===== config.mk =====
export PLATFORM = sky130hd
export DESIGN_NAME = cfg_serial_slave
export DESIGN_NICKNAME = d
export VERILOG_FILES = /design/src/rtl/cfg_slave_pkg.sv /design/src/rtl/cfg_bus_sync.sv /design/src/rtl/cfg_frame_rx.sv /design/src/rtl/cfg_regs.sv /design/src/rtl/cfg_serial_slave.sv
export SDC_FILE = /design/constraint.sdc
export NUM_CORES = 1
export LEC_CHECK = 0
export ABC_CLOCK_PERIOD_IN_PS = 2200
export BUFFER_PORTS_ARGS = -buffer_cell sky130_fd_sc_hd__buf_2
export CORE_AREA = 5 5 87 89
export CTS_BUF_LIST = sky130_fd_sc_hd__clkbuf_8 sky130_fd_sc_hd__clkbuf_16
export DETAILED_ROUTE_END_ITERATION = 10
export DIE_AREA = 0 0 92 94
export PLACE_DENSITY = 0.76
export SETUP_SLACK_MARGIN = 0.02
export SLEW_MARGIN = 20
export SYNTH_ARGS = -nofsm -noshare
export SYNTH_HDL_FRONTEND = slang
export SYNTH_SLANG_ARGS = --single-unit

===== constraint.sdc =====
create_clock -name clk -period 2.2 [get_ports clk]
set_input_delay 0.55 -clock clk [delete_from_list [all_inputs] [get_ports clk]]
set_output_delay 0.55 -clock clk [all_outputs]
set_load 0.05 [all_outputs]

===== src/rtl/cfg_slave_pkg.sv =====
package cfg_slave_pkg;
  localparam int REG_W       = 8;
  localparam int NREG        = 8;
  localparam int HDR_BYTES   = 3;
  localparam int FRAME_BYTES = HDR_BYTES + NREG;
  localparam int CFG_W       = NREG * REG_W;
  localparam logic [7:0] DEV_ADDR = 8'hD2;

  // Register k lives at bits [8k+7:8k]
  localparam logic [CFG_W-1:0] CFG_DEFAULT = 64'h0FFF_FFFF_FFFF_FF00;
  localparam logic [CFG_W-1:0] CFG_RSVD    = 64'hF000_0000_0000_00C0;

  typedef enum logic [2:0] {
    ST_IDLE,
    ST_BITS,
    ST_WFALL,
    ST_ACK,
    ST_SKIP
  } rx_state_e;
endpackage


===== src/rtl/cfg_bus_sync.sv =====
module cfg_bus_sync #(
  parameter int STAGES = 2
) (
  input  logic clk,
  input  logic rst_n,
  input  logic scl_i,
  input  logic sda_i,
  output logic scl_lvl,
  output logic sda_lvl,
  output logic scl_rise,
  output logic scl_fall,
  output logic start_det,
  output logic stop_det
);
  localparam int LINES = 2;
  localparam int DEPTH = STAGES + 1;

  logic [LINES-1:0] line_in;
  logic [LINES-1:0] lvl, prev;

  assign line_in = {sda_i, scl_i};

  for (genvar g = 0; g < LINES; g++) begin : g_line
    logic [DEPTH-1:0] pipe;
    always_ff @(posedge clk or negedge rst_n) begin
      if (!rst_n) pipe <= '1;
      else        pipe <= {pipe[DEPTH-2:0], line_in[g]};
    end
    assign lvl[g]  = pipe[STAGES-1];
    assign prev[g] = pipe[STAGES];
  end

  assign scl_lvl   = lvl[0];
  assign sda_lvl   = lvl[1];
  assign scl_rise  = lvl[0] & ~prev[0];
  assign scl_fall  = ~lvl[0] & prev[0];
  assign start_det = lvl[0] & prev[0] & prev[1] & ~lvl[1];
  assign stop_det  = lvl[0] & prev[0] & ~prev[1] & lvl[1];
endmodule


===== src/rtl/cfg_frame_rx.sv =====
module cfg_frame_rx
  import cfg_slave_pkg::*;
#(
  parameter logic [7:0] ADDR   = DEV_ADDR,
  parameter int         NBYTES = FRAME_BYTES,
  parameter int         HDR    = HDR_BYTES,
  parameter int         NR     = NREG
) (
  input  logic                  clk,
  input  logic                  rst_n,
  input  logic                  scl_lvl,
  input  logic                  sda_lvl,
  input  logic                  scl_rise,
  input  logic                  scl_fall,
  input  logic                  start_det,
  input  logic                  stop_det,
  output logic                  sda_pull,
  output logic                  wr_en,
  output logic [$clog2(NR)-1:0] wr_idx,
  output logic [7:0]            wr_data
);
  localparam int BW = $clog2(NBYTES + 1);
  localparam int IW = $clog2(NR);

  rx_state_e      state;
  logic [2:0]     bit_cnt;
  logic [BW-1:0]  byte_idx;
  logic [7:0]     shreg;
  logic [7:0]     shift_nxt;
  logic [BW-1:0]  rel_idx;

  assign shift_nxt = {shreg[6:0], sda_lvl};

  always_ff @(posedge clk or negedge rst_n) begin
    if (!rst_n) begin
      state    <= ST_IDLE;
      bit_cnt  <= '0;
      byte_idx <= '0;
      shreg    <= '0;
    end else if (start_det) begin
      state    <= ST_BITS;
      bit_cnt  <= '0;
      byte_idx <= '0;
    end else if (stop_det) begin
      state    <= ST_IDLE;
    end else begin
      case (state)
        ST_BITS: if (scl_rise) begin
          shreg <= shift_nxt;
          if (bit_cnt == 3'd7) begin
            bit_cnt <= '0;
            if (byte_idx == '0 && shift_nxt != ADDR) state <= ST_SKIP;
            else                                     state <= ST_WFALL;
          end else begin
            bit_cnt <= bit_cnt + 3'd1;
          end
        end
        ST_WFALL: if (scl_fall) state <= ST_ACK;
        ST_ACK: if (scl_fall) begin
          byte_idx <= byte_idx + 1'b1;
          state    <= (byte_idx == BW'(NBYTES - 1)) ? ST_SKIP : ST_BITS;
        end
        default: state <= state;
      endcase
    end
  end

  assign sda_pull = (state == ST_ACK);
  assign rel_idx  = byte_idx - BW'(HDR);
  assign wr_en    = (state == ST_ACK) && scl_fall && !start_det && !stop_det
                    && (byte_idx >= BW'(HDR));
  assign wr_idx   = rel_idx[IW-1:0];
  assign wr_data  = shreg;


  start_restart_chk: assert property (@(posedge clk) disable iff (!rst_n)
    start_det |=> (state == ST_BITS && byte_idx == '0 && bit_cnt == '0));


  ack_in_low_chk: assert property (@(posedge clk) disable iff (!rst_n)
    $rose(sda_pull) |-> !scl_lvl);


  commit_after_ack_chk: assert property (@(posedge clk) disable iff (!rst_n)
    wr_en |-> $past(sda_pull));


  stop_quiet_chk: assert property (@(posedge clk) disable iff (!rst_n)
    stop_det |=> (!sda_pull && !wr_en));
endmodule


===== src/rtl/cfg_regs.sv =====
module cfg_regs
  import cfg_slave_pkg::*;
#(
  parameter int                       NR   = NREG,
  parameter logic [NR*REG_W-1:0]      DEFV = CFG_DEFAULT,
  parameter logic [NR*REG_W-1:0]      RSVD = CFG_RSVD
) (
  input  logic                  clk,
  input  logic                  rst_n,
  input  logic                  wr_en,
  input  logic [$clog2(NR)-1:0] wr_idx,
  input  logic [REG_W-1:0]      wr_data,
  output logic [NR*REG_W-1:0]   cfg
);
  for (genvar k = 0; k < NR; k++) begin : g_reg
    always_ff @(posedge clk or negedge rst_n) begin
      if (!rst_n)
        cfg[k*REG_W +: REG_W] <= DEFV[k*REG_W +: REG_W] & ~RSVD[k*REG_W +: REG_W];
      else if (wr_en && wr_idx == ($clog2(NR))'(k))
        cfg[k*REG_W +: REG_W] <= wr_data & ~RSVD[k*REG_W +: REG_W];
    end
  end


  rsvd_zero_chk: assert property (@(posedge clk) disable iff (!rst_n)
    (cfg & RSVD) == '0);


  hold_unless_write_chk: assert property (@(posedge clk) disable iff (!rst_n)
    !$past(wr_en) |-> $stable(cfg));
endmodule


===== src/rtl/cfg_serial_slave.sv =====
module cfg_serial_slave
  import cfg_slave_pkg::*;
(
  input  logic             clk,
  input  logic             rst_n,
  input  logic             scl_i,
  input  logic             sda_i,
  output logic             sda_pull_o,
  output logic [CFG_W-1:0] cfg_o
);
  logic scl_lvl, sda_lvl, scl_rise, scl_fall, start_det, stop_det;
  logic wr_en;
  logic [$clog2(NREG)-1:0] wr_idx;
  logic [REG_W-1:0] wr_data;

  cfg_bus_sync #(.STAGES(2)) u_sync (
    .clk(clk), .rst_n(rst_n), .scl_i(scl_i), .sda_i(sda_i),
    .scl_lvl(scl_lvl), .sda_lvl(sda_lvl), .scl_rise(scl_rise),
    .scl_fall(scl_fall), .start_det(start_det), .stop_det(stop_det)
  );

  cfg_frame_rx #(.ADDR(DEV_ADDR), .NBYTES(FRAME_BYTES), .HDR(HDR_BYTES), .NR(NREG)) u_rx (
    .clk(clk), .rst_n(rst_n), .scl_lvl(scl_lvl), .sda_lvl(sda_lvl),
    .scl_rise(scl_rise), .scl_fall(scl_fall), .start_det(start_det),
    .stop_det(stop_det), .sda_pull(sda_pull_o), .wr_en(wr_en),
    .wr_idx(wr_idx), .wr_data(wr_data)
  );

  cfg_regs #(.NR(NREG), .DEFV(CFG_DEFAULT), .RSVD(CFG_RSVD)) u_regs (
    .clk(clk), .rst_n(rst_n), .wr_en(wr_en), .wr_idx(wr_idx),
    .wr_data(wr_data), .cfg(cfg_o)
  );
endmodule


### Word level (Yosys, flattened, before mapping)

Index checks and enable logic that the tools add are counted.
W data, S select, Z words.

| operators by class | value |
|---|---|
| $add $sub $neg | 3 |
| magnitude comparators | 1 |
| eq/ne operators | 18 |
| mux-type cells | 18 |
| bitwise operators | 13 |
| reductions and logical operators | 26 |

Operators with widths:

| operator | count |
|---|---|
| $mux W3 | 13 |
| $mux W4 | 4 |
| $eq A3 B3 Y1 const B | 5 |
| $logic_and A1 B1 Y1 | 13 |
| $eq A3 B2 Y1 const B | 4 |
| $ne A4 B1 Y1 const B | 3 |
| $pmux W3 S3 | 1 |
| $ne A8 B8 Y1 const B | 1 |
| $reduce_bool A2 Y1 | 4 |
| $and A1 B1 Y1 | 7 |
| $eq A3 B1 Y1 const B | 2 |
| $not A1 Y1 | 6 |
| $reduce_and A3 Y1 | 2 |
| $reduce_and A5 Y1 | 1 |
| $reduce_bool A5 Y1 | 1 |
| $add A4 B1 Y4 const B | 1 |
| $eq A4 B4 Y1 const B | 1 |
| $ge A4 B2 Y1 const B | 1 |
| $logic_not A4 Y1 | 1 |
| $ne A4 B2 Y1 const B | 1 |
| $reduce_and A4 Y1 | 1 |
| $add A3 B1 Y3 const B | 1 |
| $logic_not A3 Y1 | 1 |
| $sub A3 B2 Y3 const B | 1 |
| other kinds (2) | 3 |

| storage, ports and cells | value |
|---|---|
| flip-flop bits (word level) | 82 |
| input bits | 4 |
| output and inout port bits | 65 |
| word-level logic and storage cells | 93 |

### Longest topological paths before layout

Gate-level depths: netlist (run 1).

| logic depth | value |
|---|---|
| word-level depth | 8 |
| mapped depth | 6 |
| mapped depth without buffers | 6 |

### Modules after synthesis

Synthesis (run 1) repeated with hierarchy kept, for this count alone.

| second synthesis, totals | value |
|---|---|
| cell total of the unflattened synthesis | 233 |
| area total of the unflattened synthesis | 3578.4 um^2 |

By module, submodules not included:

| module | instances | cells each | area an instance (um^2) | seq. area each (um^2) |
|---|---|---|---|---|
| cfg_regs | 1 | 138 | 2383.5 | 1516.5 |
| cfg_frame_rx | 1 | 85 | 1004.7 | 450.4 |
| cfg_bus_sync | 1 | 10 | 190.2 | 157.7 |

### Worst setup path after synthesis (run 1)

Ideal clock, no wire load.

| timing path | value |
|---|---|
| kind | register -> register |
| start | register u_rx.byte_idx[0] |
| end | register u_regs.cfg[55] |
| library setup time | 0.085 ns |
| arrival | 1.909 ns |
| data required time | 2.115 ns |
| path slack | 0.206 ns |
| cell stages (with the launch flop) | 6 |
| buffers on the path | 0 |
| period minus slack after synthesis | 1.994 ns |
| cells stage by stage | dfrtp_1 -> ha_1 -> or3b_1 -> a211oi_2 -> nand2_2 -> mux2_1 |

| between the ends | value |
|---|---|
| longest elaborated chain between the ends | 3 |
| elaborated cells between the ends (all ways) | 5 |

RTL lines:

| element | line | source |
|---|---|---|
| start, declared | cfg_frame_rx.sv:27 | `logic [BW-1:0] byte_idx;` |
| start signal, assigned | cfg_frame_rx.sv:60 | `byte_idx <= byte_idx + 1'b1;` |
| $sub A3 B2 Y3 / $ge A4 B2 Y1 (equally long branches) | cfg_frame_rx.sv:69, cfg_frame_rx.sv:71 |  |
| $eq A3 B3 Y1 / $logic_and A1 B1 Y1 (equally long branches) | cfg_regs.sv:19, cfg_frame_rx.sv:71 |  |
| $logic_and A1 B1 Y1 * | cfg_regs.sv:19 | `else if (wr_en && wr_idx == ($clog2(NR))'(k))` |
| end signal, assigned by index | cfg_regs.sv:18 | `cfg[k*REG_W +: REG_W] <= DEFV[k*REG_W +: REG_W] & ~RSVD[k*REG_W +: REG_W];` |
| end signal, assigned by index | cfg_regs.sv:20 | `cfg[k*REG_W +: REG_W] <= wr_data & ~RSVD[k*REG_W +: REG_W];` |
| end, declared | cfg_regs.sv:13 | `output logic [NR*REG_W-1:0] cfg` |

Every way passes the cells marked *; elsewhere a longest branch is shown, timed or not.
A chain may end at the register's enable or synchronous reset.

### Final worst setup path (run 1)

Ends and elaborated chain as after synthesis.

==> results of run 1 <==
## repair_timing
action,CTS,global route
setup endpoints to repair,0,15
resized for setup,0,1
endpoints found under the hold margin,0,0
## worst reg2reg max path, stage by stage, from the launching register on
cell and delay [ns]:
dfrtp_1 0.39, ha_1 0.26, or3b_1 0.41, a211oi_4 0.38, nand2_2 0.21, mux2_1 0.35
## metal layers
metal,global-route usage,share of wire,vias to the layer above
met2,0.254,0.47,58
met4,0.0879,0.021,0
met5,0,0,-
met1,0.236,0.45,1118
met3,0.0361,0.050,15
li1,-,-,1001
## area by class of cell
cell class                 instances  area, µm²
multi-input combinational        153       1260
clock inverter                     6        106
timing repair buffer              75        423
tap                               80        100
fill                             536       2520
inverter                           4       15.0
sequential                        82       2120
clock buffer                      10        138
## per-stage QoR
step	std cells	hold WS (ns)	cell area, µm²	setup slack (ns)	utilization
2_1_floorplan	256	0.254	3480	0.206	-
3_3_place_gp	394	0.347	3910	0.178	0.586
3_5_place_dp	394	0.347	3910	0.103	0.586
4_1_cts	410	0.192	4160	0.0943	0.622
5_1_grt	410	0.217	4160	0.0349	0.623
6_report	410	0.185	4160	0.133	0.623
## worst min-delay path by stage
stage	from	end	slack (ns)	cells after the start
detailed placement	u_sync.g_line[0].pipe[0]$_DFF_PN1_	u_sync.g_line[0].pipe[1]$_DFF_PN1_	0.35	0
floorplan	rst_n	u_regs.cfg[0]$_DFFE_PN0P_	0.25	0
finish	rst_n	u_rx.bit_cnt[1]$_DFFE_PN0P_	0.19	1
CTS	rst_n	u_regs.cfg[0]$_DFFE_PN0P_	0.19	1
global placement	u_sync.g_line[1].pipe[0]$_DFF_PN1_	u_sync.g_line[1].pipe[1]$_DFF_PN1_	0.35	0
global route	rst_n	u_rx.bit_cnt[1]$_DFFE_PN0P_	0.22	1
## synthesized netlist by cell type
cell	number	area [µm²]
dfstp_2	58	1520
mux2_2	58	653
nand2_1	31	116
dfrtp_1	24	601
clkbuf_1	9	33.8
ha_1	9	113
nor2_1	8	30.0
nor3_1	7	35.0
buf_4	6	45.0
a22o_1	4	35.0
inv_1	4	15.0
nand2_2	3	18.8
xnor2_1	3	26.3
buf_2	2	10.0
or4b_2	2	20.0
a211oi_1	1	7.51
a211oi_2	1	12.5
a21o_1	1	7.51
a21oi_1	1	5.00
a221oi_1	1	8.76
a31oi_1	1	6.26
a41oi_1	1	8.76
and3b_1	1	8.76
and4b_1	1	10.0
conb_1	1	3.75
mux2_1	1	11.3
mux2i_1	1	10.0
nand2b_1	1	6.26
nand3_1	1	5.00
nand3b_1	1	7.51
nand4b_1	1	8.76
nor2b_1	1	6.26
nor4b_1	1	8.76
nor4bb_1	1	10.0
o211ai_1	1	7.51
o21a_1	1	7.51
o21bai_1	1	7.51
or3b_1	1	8.76
## power breakdown
| part | leakage, nW | switching, W | internal, W | total [W] |
|---|---|---|---|---|
| registers | 0.924 | 0.000135 | 0.00160 | 0.00174 |
| clock network | 0.129 | 0.000521 | 0.000779 | 0.00130 |
| logic | 1.03 | 0.000204 | 0.000114 | 0.000319 |
## logic make-up after synthesis
kind of cell	count (synthesis)	share of synthesized area
AOI/OAI and AO/OA	14	0.0329
xor gates and xnor gates	3	0.00760
adders and majority gates	9	0.0326
buffers and inverters	21	0.0300
DFF	82	0.614
muxes	60	0.195
other	1	0.00108
and+or+nand+nor	61	0.0868
## sequential cells by signal (all words and copies together), names as in the netlist
name,flops
u_rx.wr_data,8
u_regs.cfg,58
u_rx.state,3
u_rx.bit_cnt,3
u_sync.g_line.pipe,6
u_rx.byte_idx,4
==> reports/metrics.yaml, run 1 <==
setup_path:
  cp.depth: 5
  cp_top_family: "simple AND/OR/NAND/NOR gates"
  crit_start: "u_rx.byte_idx[0]$_DFFE_PN0P_"
  required_ns: 2.48
  crit_path_end: "u_regs.cfg[55]$_DFFE_PN1P_"
  r2r-end: "u_regs.cfg[55]$_DFFE_PN1P_"
  crit_type: "reg2reg"
  end_kind: "flip-flop"
  worstPathMaxFanout: 8
  slowest_stage: "or3b_1"
  path_cells: "ha_1 > or3b_1 > a211oi_4 > nand2_2 > mux2_1"
  r2r_cells: 5
  arrival_ns: 2.34
  crit_path_start_kind: "flip-flop"
  rrSetupSlack_ns: 0.13
  worstPathBufferInverterCount: 0
  r2r-start: "u_rx.byte_idx[0]$_DFFE_PN0P_"
  cpPeakStageDelay_ns: 0.41
power:
  power.total_w: 0.00336
  p_per_area_nw_per_um2: 806
  ir_drop_mv: 0.478
  p_leak_nw: 2.08
final_layout:
  area_growth_pct: 20.4
  antenna_cells: 0
  layout.cells.most_common_list: "buf_2, mux2_2, dfstp_2"
  final_common_cell: "buf_2"
  layout-drive-gt1-share: 0.639
  num-nets-final: 338
clock_tree:
  cts_buffers: 9
  post_cts_buffers: 0
  clkTransAtPathRegs_ns: 0.08
  clk_path_buf_depth: 2
  cts_hold_buffers: 0
  clockRootBuffer: "clkbuf_8"
  htree_levels: 3
  tritoncts: "yes"
  cts.sinks: 82
  worstSkewPairLatency_ns: 0.35
floorplan:
  die_h_um: 94
  ios: 69
  fp.dieArea_um2: 8650
  core_um2: 6680
  die_w_um: 92
  std_cell_rows: 30
  initial_utilization: 0.518
synth:
  syn_area_per_cell_um2: 13.8
  synth-seq-area-share: 0.614
  synth-warning-count: 0
  syn-cell-area_um2: 3460
  postSynthCellCount: 251
  synth.distinct_cells: 38
  ys_ff_latch: 82
hold_path:
  holdCritPathClass: "in2async"
grt:
  grt_max_degree: 45
  track_usage: 0.171
  grt_first_pass_wirelength_um: 11400
  grt_overflow_total: 0
  grt_pass1_vias: 2247
  antenna_found_initial: 0
drt:
  viasPerCell: 5.35
  num_vias: 2192
  drt-wirelength-per-cell_um: 17.0
  drt_first_iter_violations: 51
  drtAntennaViolNets: 0
  drt_wl_total_um: 6950
  drcViolationCount: 0
  firstDrtPassIters: 4
timing:
  worstMarginPinSlew_ns: 0.573
  clock_skew_ns: 0.00631
  rsz0062_at_grt: "false"
  max_freq_mhz: 484
  slew-limit-headroom: 0.615
  setup_viol: 0
  setup-tns-final_ns: 0
  finalCritPeriodShare: 0.940
  slew_violations: 0
  period_needed_ns: 2.07
  final_hold_viol_count: 0
flow_run:
  cap_violations: 0
place:
  dp_hpwl_um: 4970
  globalplace.congestion: 0.788
  place.port_buffers: 62
status:
  run_status: "finished, final reports clean"
No activity file was read; power rests on OpenSTA's default activity.
==> run 2, diff against run 1 <==
--- a/config.mk
+++ b/config.mk
@@ -11,7 +11,7 @@
 export CTS_BUF_LIST = sky130_fd_sc_hd__clkbuf_8 sky130_fd_sc_hd__clkbuf_16
 export DETAILED_ROUTE_END_ITERATION = 10
 export DIE_AREA = 0 0 92 94
-export PLACE_DENSITY = 0.76
+export PLACE_DENSITY = 0.75
 export SETUP_SLACK_MARGIN = 0.02
 export SLEW_MARGIN = 20
 export SYNTH_ARGS = -nofsm -noshare
==> reports/metrics.yaml, run 2 (synthesized netlist as in run 1, its figures left out) <==
clock_tree:
  worstSkewPairLatency_ns: 0.36
  tritoncts: "yes"
  htree_levels: 3
  clkTransAtPathRegs_ns: 0.09
  cts_hold_buffers: 0
  clockRootBuffer: "clkbuf_8"
  cts_resized: 0
  post_cts_buffers: 0
  cts_buffers: 9
  cts.sinks: 82
  clk_path_buf_depth: 2
timing:
  setup_viol: 0
  worstMarginPinSlew_ns: 0.508
  max_freq_mhz: 485
  finalCritPeriodShare: 0.937
  slew_violations: 0
  final_hold_viol_count: 0
  slew-limit-headroom: 0.659
  rsz0062_at_grt: "false"
  clock_skew_ns: 0.0149
  period_needed_ns: 2.06
  setup-tns-final_ns: 0
drt:
  drcViolationCount: 0
  wl_met3_um: 379
  num_vias: 2179
  routed.top_layer: "met4"
  drt_first_iter_violations: 93
  met1_length_um: 3170
  drtAntennaViolNets: 0
  wl_met2_um: 3150
  firstDrtPassIters: 6
  drt_wl_total_um: 6830
  viasPerCell: 5.35
  drt-wirelength-per-cell_um: 16.8
setup_path:
  crit_path_start_kind: "flip-flop"
  required_ns: 2.48
  worstPathMaxFanout: 8
  crit_type: "reg2reg"
  end_kind: "flip-flop"
  arrival_ns: 2.34
power:
  pwr-share-comb: 0.083
  seq_power_share: 0.586
  p_clk_frac: 0.331
  p_int_w: 0.00212
  swShare: 0.301
  power.switching_w: 0.000910
  ir_drop_mv: 0.393
  p_per_area_nw_per_um2: 744
  p_leak_nw: 2.03
floorplan:
  std_cell_rows: 30
  ios: 69
  initial_utilization: 0.518
  fp.dieArea_um2: 8650
  die_w_um: 92
  core_um2: 6680
  die_h_um: 94
grt:
  grt_overflow_total: 0
  grt_first_pass_wirelength_um: 11200
  antenna_found_initial: 0
  track_usage: 0.168
  grt_max_degree: 59
  grt_pass1_vias: 2193
status:
  run_status: "finished, final reports clean"
final_layout:
  largest_register: "u_regs.cfg"
  area_growth_pct: 17.5
  fillers: 535
  layout-drive-gt1-share: 0.639
  largest_register_ffs: 58
  final_common_cell: "buf_2"
  num-nets-final: 335
  antenna_cells: 0
  stdcell_count: 407
  layout.cells.most_common_list: "buf_2, mux2_2, dfstp_2"
flow_run:
  cap_violations: 0
place:
  dp.cells: 391
  dp_hpwl_um: 4710
  globalplace.congestion: 0.757
  place.port_buffers: 62
hold_path:
  holdCritPathClass: "in2async"
[run 2: cell count changes in the layout (fill, tap and decap cells not counted), moves of 2 or more]
cell	change
buf_4	-3
bufinv_16	-3
clkinvlp_4	+2
inv_4	+2
[run 2: path summary, 6_finish.rpt]
check                      cells past startpoint                               start  slack, ns                            endpoint
min reg2reg                                    0  u_sync.g_line[0].pipe[0]$_DFF_PN1_       0.36  u_sync.g_line[0].pipe[1]$_DFF_PN1_
max in group asynchronous                      2                               rst_n       1.46          u_regs.cfg[53]$_DFFE_PN1P_
max reg2reg                                    5        u_rx.byte_idx[0]$_DFFE_PN0P_       0.14          u_regs.cfg[55]$_DFFE_PN1P_
min in group clk                               1                               scl_i       0.29  u_sync.g_line[0].pipe[0]$_DFF_PN1_
min                                            1                               rst_n       0.09        u_rx.byte_idx[1]$_DFFE_PN0P_
max                                            5        u_rx.byte_idx[0]$_DFFE_PN0P_       0.14          u_regs.cfg[55]$_DFFE_PN1P_
[run 2: critical path: stages, from the launching register on]
cell and delay [ns]:
dfrtp_1 0.39, ha_1 0.25, or3b_1 0.38, a211oi_2 0.40, nand2_2 0.21, mux2_1 0.35
[run 2: routing by layer]
| layer | vias to the layer above | GRT usage |
|---|---|---|
| li1 | 1006 | - |
| met3 | 11 | 0.0401 |
| met5 | - | 0 |
| met1 | 1102 | 0.231 |
| met4 | 0 | 0.0817 |
| met2 | 60 | 0.249 |
[run 2: layout make-up]
cell class / instances / area [µm²] / area share
Clock inverter: 7 / 51.3 / 0.0126
Tap cell: 80 / 100 / 0.0246
Multi-Input combinational cell: 153 / 1250 / 0.307
Clock buffer: 9 / 124 / 0.0305
Timing Repair Buffer: 72 / 400 / 0.0985
Inverter: 4 / 15.0 / 0.00369
Sequential cell: 82 / 2120 / 0.523
[run 2: per-stage QoR]
stage / total power [W] / setup WS (ns) / instance area, µm² / utilization / hold WS [ns]
after floorplan: 0.00192 / 0.206 / 3480 / - / 0.254
after global placement: 0.00204 / 0.191 / 3890 / 0.582 / 0.346
after detailed placement: 0.00206 / 0.161 / 3890 / 0.582 / 0.347
after CTS: 0.00306 / 0.122 / 4070 / 0.608 / 0.0898
after global routing: 0.00317 / 0.0318 / 4070 / 0.608 / 0.104
final: 0.00303 / 0.138 / 4070 / 0.608 / 0.0933
[run 2: power groups by stage]
stage | combinational (W) | clock [W] | sequential (W)
2_1_floorplan | 0.000255 | 0 | 0.00166
3_3_place_gp | 0.000242 | 0 | 0.00179
3_5_place_dp | 0.000256 | 0 | 0.00180
4_1_cts | 0.000258 | 0.00102 | 0.00178
5_1_grt | 0.000284 | 0.00108 | 0.00180
6_report | 0.000252 | 0.00100 | 0.00177
==> run 3, diff against run 2 <==
--- a/config.mk
+++ b/config.mk
@@ -7,11 +7,13 @@
 export LEC_CHECK = 0
 export ABC_CLOCK_PERIOD_IN_PS = 2200
 export BUFFER_PORTS_ARGS = -buffer_cell sky130_fd_sc_hd__buf_2
-export CORE_AREA = 5 5 87 89
+export CELL_PAD_IN_SITES_DETAIL_PLACEMENT = 1
+export CELL_PAD_IN_SITES_GLOBAL_PLACEMENT = 2
+export CORE_AREA = 5 5 103 105
 export CTS_BUF_LIST = sky130_fd_sc_hd__clkbuf_8 sky130_fd_sc_hd__clkbuf_16
 export DETAILED_ROUTE_END_ITERATION = 10
-export DIE_AREA = 0 0 92 94
-export PLACE_DENSITY = 0.75
+export DIE_AREA = 0 0 108 110
+export PLACE_DENSITY = 0.77
 export SETUP_SLACK_MARGIN = 0.02
 export SLEW_MARGIN = 20
 export SYNTH_ARGS = -nofsm -noshare
==> reports/metrics.yaml, run 3 (synthesized netlist as in run 1, its figures left out) <==
clock_tree:
  tritoncts: "yes"
  cts_buffers: 9
  post_cts_buffers: 0
  cts.sinks: 82
  clkTransAtPathRegs_ns: 0.09
  htree_levels: 3
  worstSkewPairLatency_ns: 0.36
  clk_path_buf_depth: 2
  cts_hold_buffers: 0
  cts_resized: 0
  clockRootBuffer: "clkbuf_8"
place:
  place_ws_ns: 0.178
  globalplace.congestion: 0.760
  place.port_buffers: 62
  dp_hpwl_um: 5730
  placed_area_um2: 4000
setup_path:
  crit_path_start_kind: "flip-flop"
  crit_type: "reg2reg"
  required_ns: 2.49
  worstPathMaxFanout: 8
  end_kind: "flip-flop"
  r2r_cells: 5
  r2r-end: "u_regs.cfg[55]$_DFFE_PN1P_"
  r2r-start: "u_rx.byte_idx[0]$_DFFE_PN0P_"
  arrival_ns: 2.33
  rrSetupSlack_ns: 0.15
final_layout:
  final_area_um2: 4200
  fillers: 1058
  largest_register_ffs: 58
  area_growth_pct: 21.4
  antenna_cells: 0
  register_area_um2: 2120
  final_common_cell: "buf_2"
  layout-drive-gt1-share: 0.649
  layout.cells.most_common_list: "buf_2, mux2_2, dfstp_2"
  multi_input_area_um2: 1250
  largest_register: "u_regs.cfg"
  utilization: 0.440
  num-nets-final: 341
grt:
  grt_overflow_total: 0
  grt_pass1_vias: 2449
  grt_first_pass_wirelength_um: 13400
  track_usage: 0.149
  grt_max_degree: 46
  antenna_found_initial: 0
drt:
  drcViolationCount: 0
  firstDrtPassIters: 4
  drt-wirelength-per-cell_um: 17.4
  drt_first_iter_violations: 58
  viasPerCell: 4.73
  drtAntennaViolNets: 0
  num_vias: 2203
  drt_wl_total_um: 8130
power:
  p_leak_nw: 2.07
  ir_drop_mv: 0.328
  p_per_area_nw_per_um2: 759
timing:
  period_needed_ns: 2.05
  setup_viol: 0
  holdWs_ns: 0.156
  slew_violations: 0
  final_hold_viol_count: 0
  setup_slack_ns: 0.152
  rsz0062_at_grt: "false"
  worstMarginPinSlew_ns: 0.548
  max_freq_mhz: 488
  clock_skew_ns: 0.0108
  finalCritPeriodShare: 0.931
  slew-limit-headroom: 0.632
  setup-tns-final_ns: 0
floorplan:
  initial_utilization: 0.362
  die_h_um: 110
  die_w_um: 108
  fp.dieArea_um2: 11900
  std_cell_rows: 36
  ios: 69
  core_um2: 9550
flow_run:
  cap_violations: 0
status:
  run_status: "finished, final reports clean"
hold_path:
  holdCritPathClass: "in2async"
==> run 3: cell types whose count changed in the layout (fill, tap and decap cells not counted) <==
cell	previous run	this run
inv_1	5	4
clkinv_2	0	1
clkinv_4	0	1
inv_8	1	0
clkinvlp_4	2	1
bufinv_16	0	1
inv_6	1	2
buf_4	10	16
inv_4	2	1
==> run 3: power by group <==
group          switching, W  internal (W)  total, W
Combinational      0.000214      0.000112  0.000327
Clock              0.000573      0.000533   0.00111
Sequential         0.000153       0.00160   0.00176
Total              0.000940       0.00225   0.00319
==> run 3: routing by layer <==
metal / track usage / part of all wire / vias up
li1: - / - / 1013
met1: 0.182 / 0.43 / 1145
met2: 0.253 / 0.52 / 35
met3: 0.0332 / 0.037 / 10
met4: 0.0703 / 0.018 / 0
met5: 0 / 0 / -
==> run 3: layout make-up <==
type | count | share of cell area
clock buffer | 9 | 0.0295
multi-input combinational | 153 | 0.298
inverter | 4 | 0.00357
timing repair buffer | 78 | 0.106
clock inverter | 7 | 0.0179
sequential | 82 | 0.506
tap | 133 | 0.0396
==> run 3: worst max-delay path, stage by stage, from the launching register on <==
cell      delay [ns]
dfrtp_1         0.40
ha_1            0.21
or3b_1          0.36
a211oi_2        0.43
nand2_2         0.23
mux2_1          0.35
==> run 3: worst max-delay path by stage <==
stage                                       to                          from  slack [ns]
floorplan           u_regs.cfg[55]$_DFFE_PN1P_  u_rx.byte_idx[0]$_DFFE_PN0P_        0.21
global placement    u_regs.cfg[55]$_DFFE_PN1P_  u_rx.byte_idx[0]$_DFFE_PN0P_        0.22
detailed placement  u_regs.cfg[55]$_DFFE_PN1P_  u_rx.byte_idx[0]$_DFFE_PN0P_        0.18
CTS                                 sda_pull_o     u_rx.state[2]$_DFFE_PN0P_        0.15
global route        u_regs.cfg[55]$_DFFE_PN1P_  u_rx.byte_idx[0]$_DFFE_PN0P_        0.05
finish              u_regs.cfg[55]$_DFFE_PN1P_  u_rx.byte_idx[0]$_DFFE_PN0P_        0.15
==> run 3: per-stage QoR <==
| stage | instances | total power (W) |
|---|---|---|
| 2_1_floorplan | 256 | 0.00192 |
| 3_3_place_gp | 450 | 0.00209 |
| 3_5_place_dp | 450 | 0.00212 |
| 4_1_cts | 466 | 0.00324 |
| 5_1_grt | 466 | 0.00336 |
| 6_report | 466 | 0.00319 |
